===== config.mk =====
export PLATFORM = sky130hd
export DESIGN_NAME = lane_parity_unit
export DESIGN_NICKNAME = d
export VERILOG_FILES = /design/src/rtl/lpar_pkg.sv /design/src/rtl/lpar_mode_reg.sv /design/src/rtl/lpar_lane.sv /design/src/rtl/lane_parity_unit.sv
export SDC_FILE = /design/constraint.sdc
export NUM_CORES = 1
export LEC_CHECK = 0
export BUFFER_PORTS_ARGS = -buffer_cell sky130_fd_sc_hd__buf_4
export CAP_MARGIN = 30
export CORE_MARGIN = 8
export CORE_UTILIZATION = 30
export CTS_CLUSTER_SIZE = 40
export DETAILED_ROUTE_END_ITERATION = 8
export HOLD_SLACK_MARGIN = 0.08
export PLACE_DENSITY = 0.75
export SYNTH_ARGS = -nofsm -noshare
export SYNTH_HDL_FRONTEND = slang
export SYNTH_SLANG_ARGS = --single-unit

===== constraint.sdc =====
create_clock -name clk -period 2.9 [get_ports clk]
set_clock_uncertainty 0.15 [all_clocks]
set_input_delay 0.29 -clock clk [delete_from_list [all_inputs] [get_ports clk]]
set_output_delay 0.29 -clock clk [all_outputs]
set_load 0.005 [all_outputs]

===== src/rtl/lpar_pkg.sv =====
package lpar_pkg;

   localparam int unsigned LANE_BITS = 9;
   localparam int unsigned DATA_BITS = 8;
   localparam int unsigned MODE_BITS = 3;

   typedef enum logic [1:0] {
      PAR_OFF = 2'd0,
      PAR_GEN = 2'd1,
      PAR_CHK = 2'd2
   } par_op_e;

   typedef struct packed {
      par_op_e op;
      logic    odd;
   } par_cfg_t;

   // bit 2 enables parity, bit 1 picks check over generate, bit 0 picks odd sense
   function automatic par_cfg_t decode_mode(input logic [MODE_BITS-1:0] m);
      par_cfg_t c;
      c.odd = m[0];
      if (!m[2])
         c.op = PAR_OFF;
      else if (m[1])
         c.op = PAR_CHK;
      else
         c.op = PAR_GEN;
      return c;
   endfunction

endpackage


===== src/rtl/lpar_mode_reg.sv =====
module lpar_mode_reg
   import lpar_pkg::*;
#(
   parameter int unsigned MW = MODE_BITS
) (
   input  logic          clk,
   input  logic          rst_n,
   input  logic          wr_en,
   input  logic [MW-1:0] wr_word,
   output logic [MW-1:0] mode_q
);

   // pend_q is cleared on every clock outside reset, so each reset starts
   // from "nothing captured" and falls back to the disabled mode
   logic [MW-1:0] pend_q;
   logic [MW-1:0] pend_d;

   always_comb begin
      pend_d = wr_en ? wr_word : pend_q;
   end

   always_ff @(posedge clk) begin
      if (!rst_n) begin
         pend_q <= pend_d;
         mode_q <= pend_d;
      end else begin
         pend_q <= '0;
      end
   end

endmodule


===== src/rtl/lpar_lane.sv =====
module lpar_lane
   import lpar_pkg::*;
(
   input  par_cfg_t             cfg,
   input  logic [LANE_BITS-1:0] lane_in,
   output logic [LANE_BITS-1:0] lane_out
);

   logic sum_data;
   logic sum_all;

   always_comb begin
      sum_data = ^lane_in[DATA_BITS-1:0];
      sum_all  = sum_data ^ lane_in[LANE_BITS-1];
      lane_out = lane_in;
      unique case (cfg.op)
         PAR_GEN: lane_out[LANE_BITS-1] = sum_data ^ cfg.odd;
         PAR_CHK: lane_out[LANE_BITS-1] = sum_all ^ ~cfg.odd;
         default: lane_out[LANE_BITS-1] = lane_in[LANE_BITS-1];
      endcase
   end

endmodule


===== src/rtl/lane_parity_unit.sv =====
module lane_parity_unit
   import lpar_pkg::*;
#(
   parameter int unsigned LANES = 4
) (
   input  logic                         clk,
   input  logic                         rst_n,
   input  logic                         wr_en,
   input  logic [MODE_BITS-1:0]         wr_data_lo,
   input  logic [LANES*LANE_BITS-1:0]   fifo_q,
   output logic [LANES*LANE_BITS-1:0]   rd_data
);

   localparam int unsigned W = LANES * LANE_BITS;

   generate
      if (!(LANES == 1 || LANES == 2 || LANES == 4)) begin : g_bad_lanes
         $error("lane_parity_unit: LANES must be 1, 2 or 4");
      end
      if (W <= MODE_BITS) begin : g_bad_width
         $error("lane_parity_unit: word too narrow for mode readback");
      end
   endgenerate

   logic [MODE_BITS-1:0] mode_q;
   par_cfg_t             cfg;
   logic [W-1:0]         lanes_out;

   lpar_mode_reg #(.MW(MODE_BITS)) u_mode (
      .clk     (clk),
      .rst_n   (rst_n),
      .wr_en   (wr_en),
      .wr_word (wr_data_lo),
      .mode_q  (mode_q)
   );

   always_comb begin
      cfg = decode_mode(mode_q);
   end

   generate
      for (genvar i = 0; i < LANES; i++) begin : g_lane
         lpar_lane u_lane (
            .cfg      (cfg),
            .lane_in  (fifo_q[i*LANE_BITS +: LANE_BITS]),
            .lane_out (lanes_out[i*LANE_BITS +: LANE_BITS])
         );
      end
   endgenerate

   always_comb begin
      if (!rst_n)
         rd_data = {{(W-MODE_BITS){1'b0}}, mode_q};
      else
         rd_data = lanes_out;
   end

endmodule


==> results.toml <==
[layout]
drive_gt1_frac = 0.506
finalNetCount = 213
fin_util = 0.536
area_growth_pct = 70.9
antenna_cells = 0

[pwr]
power.clock.fraction = 0.194
pwr-share-comb = 0.576
ir_drop_mv = 0.259
power_density_mw_per_mm2 = 302
p_leak_nw = 0.715
switchingPower_w = 0.000124
internal_power_w = 0.000318
p_sw_frac = 0.281
p_seq_frac = 0.230

[outcome]
outcome = "finished clean"

[critical_path]
startpoint_type = "flip-flop"
slowest_stage = "edfxtp_1"
path_buf_inv = 1
cp_cell_sequence = "xnor2_1 > xnor2_1 > xnor3_1 > a21oi_1 > buf_4"
cp_max_fo = 5
crit_path_frequent_cell = "xnor2_1"
crit_path_end_kind = "output pin"
crit_arrival_ns = 1.84
slowest_delay_ns = 0.51
path_delay_family = "XOR/XNOR gates"
worstPathRequired_ns = 2.46
critical_path_class = "flip-flop to output pin"

[sta]
period_share = 0.788
slew_headroom = 0.809
hold_viol_final = 0
tns_ns = 0
drv_slew = 0
worst_pin_slew_ns = 0.286
fin_crit_ns = 2.28
rsz0062_at_grt = "false"
fmax_ghz = 0.438
setup_viol = 0

[cts]
cts_sinks = 6
htreeDepth = 1
post_cts.repair.setup_buffers = 0
cts_tree = "built"
path_clk_slew_ns = 0.05
numCtsBuffers = 3
cts_hold_buf = 0
clockBufferDepth = 2
cts_root_buf = "clkbuf_4"
postCtsResizedCells = 0
insertion_delay_ns = 0.25

[global_route]
met1_usage = 0.0993
grt_pass1_vias = 1029
busiest_layer = "met2"
grt_pass1_wl_um = 4520
grtUsageMet2 = 0.208
antenna_found_initial = 0
grtUsageTotal = 0.110
grt-ovfl-total = 0
grt_max_degree = 38
met3_usage = 0.0544

[floorplanning]
ios = 78
die_y_um = 69.5
coreArea_sq_mm = 0.00273
placementRows = 19
start_util = 0.314
dieWidth_um = 69.5
die-area_sq_mm = 0.00482

[logic_synthesis]
ys.warnings.count = 0
syn_area_sq_um = 857
synth-seq-cells = 6
yosysTopAreaCellShare = 0.245
avgSynthCellArea_sq_um = 9.02
synth_seq_area_share = 0.175
syn-num-nets = 137
yosys.area.top_type = "xnor2_1"
synth_area_leaders = "xnor2_1 25%, and2_1 23%, edfxtp_1 11%"
synth_cell_types = 15
synthCells = 95

[detailed_routing]
antenna_left = 0
drcViolationCount = 0
via_count = 881
viasPerCell = 4.38
first_iter_violations = 13
finalWirelength_um = 2810
wl_per_cell_um = 14.0
drt_pass1_iterations = 4

[place]
hpwl_um = 2460
port_buffers = 77
gp_congestion = 0.709

[job]
maxCapViolCount = 0

[min_path]
hp-class = "input port to flip-flop"
-- final timing paths --
| path | slack, ns | end | startpoint | cells past startpoint |
|---|---|---|---|---|
| max | 0.62 | rd_data[8] | u_mode.mode_q[0]$_DFFE_PN_ | 5 |
| min | 0.21 | u_mode.mode_q[0]$_DFFE_PN_ | wr_data_lo[0] | 2 |
| max reg2reg | 1.93 | u_mode.pend_q[1]$_SDFF_PP0_ | u_mode.pend_q[1]$_SDFF_PP0_ | 2 |
| min reg2reg | 0.40 | u_mode.mode_q[2]$_DFFE_PN_ | u_mode.pend_q[2]$_SDFF_PP0_ | 1 |
-- stage by stage --
| step | total power (W) | std cells | worst slack, ns | hold WS [ns] | cell area, sq um |
|---|---|---|---|---|---|
| floorplan | 0.000247 | 95 | 1.11 | 0.371 | 857 |
| global placement | 0.000354 | 197 | 0.938 | 0.386 | 1440 |
| detailed placement | 0.000362 | 197 | 0.873 | 0.394 | 1440 |
| CTS | 0.000451 | 201 | 0.585 | 0.196 | 1470 |
| global route | 0.000473 | 201 | 0.496 | 0.199 | 1470 |
| finish | 0.000443 | 201 | 0.615 | 0.208 | 1470 |
-- layout by cell type (no fill, tap or decap) --
master	instances
a21oi_1	4
and2_1	32
buf_4	77
clkbuf_1	1
clkbuf_4	3
dfxtp_1	3
edfxtp_1	3
inv_1	1
mux2_2	6
nor2b_1	4
o21ai_0	4
xnor2_1	24
xnor3_1	4
xor2_1	4
-- routing by layer --
| layer | vias up | share of wire |
|---|---|---|
| met1 | 383 | 0.35 |
| met2 | 45 | 0.54 |
| met5 | - | 0 |
| li1 | 449 | - |
| met3 | 4 | 0.10 |
| met4 | 0 | 0.014 |
-- registers in the layout (all words and copies together), names as in the netlist --
name / count
u_mode.pend_q: 3
u_mode.mode_q: 3
-- synthesized netlist by cell type --
cell type,n
clkbuf_1,3
buf_4,1
xor2_1,4
mux2_2,6
dfxtp_1,3
inv_1,1
o21ai_0,4
buf_6,1
and2_1,32
nor2b_1,4
edfxtp_1,3
a21oi_1,4
xnor3_1,4
xnor2_1,24
buf_2,1
-- cell type report --
type	count	area, sq um
Clock buffer	4	26.3
Sequential cell	6	150
Tap cell	31	38.8
Fill cell	247	1270
Multi-Input combinational cell	82	668
Inverter	1	3.75
Timing Repair Buffer	77	578
-- kinds of logic (layout without fill, tap and decap cells) --
kind of cell	Yosys count	count (layout)	share of synthesized area
simple gates	36	36	0.263
xor+xnor	32	32	0.391
compound gates	8	8	0.0467
buf+inv	7	82	0.0452
mux	6	6	0.0788
flops	6	6	0.175
-- power groups by stage --
stage          Sequential, W  Combinational, W  Clock [W]
2_1_floorplan      0.0000985          0.000148          0
3_3_place_gp        0.000104          0.000250          0
3_5_place_dp        0.000104          0.000258          0
4_1_cts             0.000102          0.000259  0.0000897
5_1_grt             0.000103          0.000275  0.0000947
6_report            0.000102          0.000255  0.0000858
Note: power is estimated with default switching activity, not from simulation.
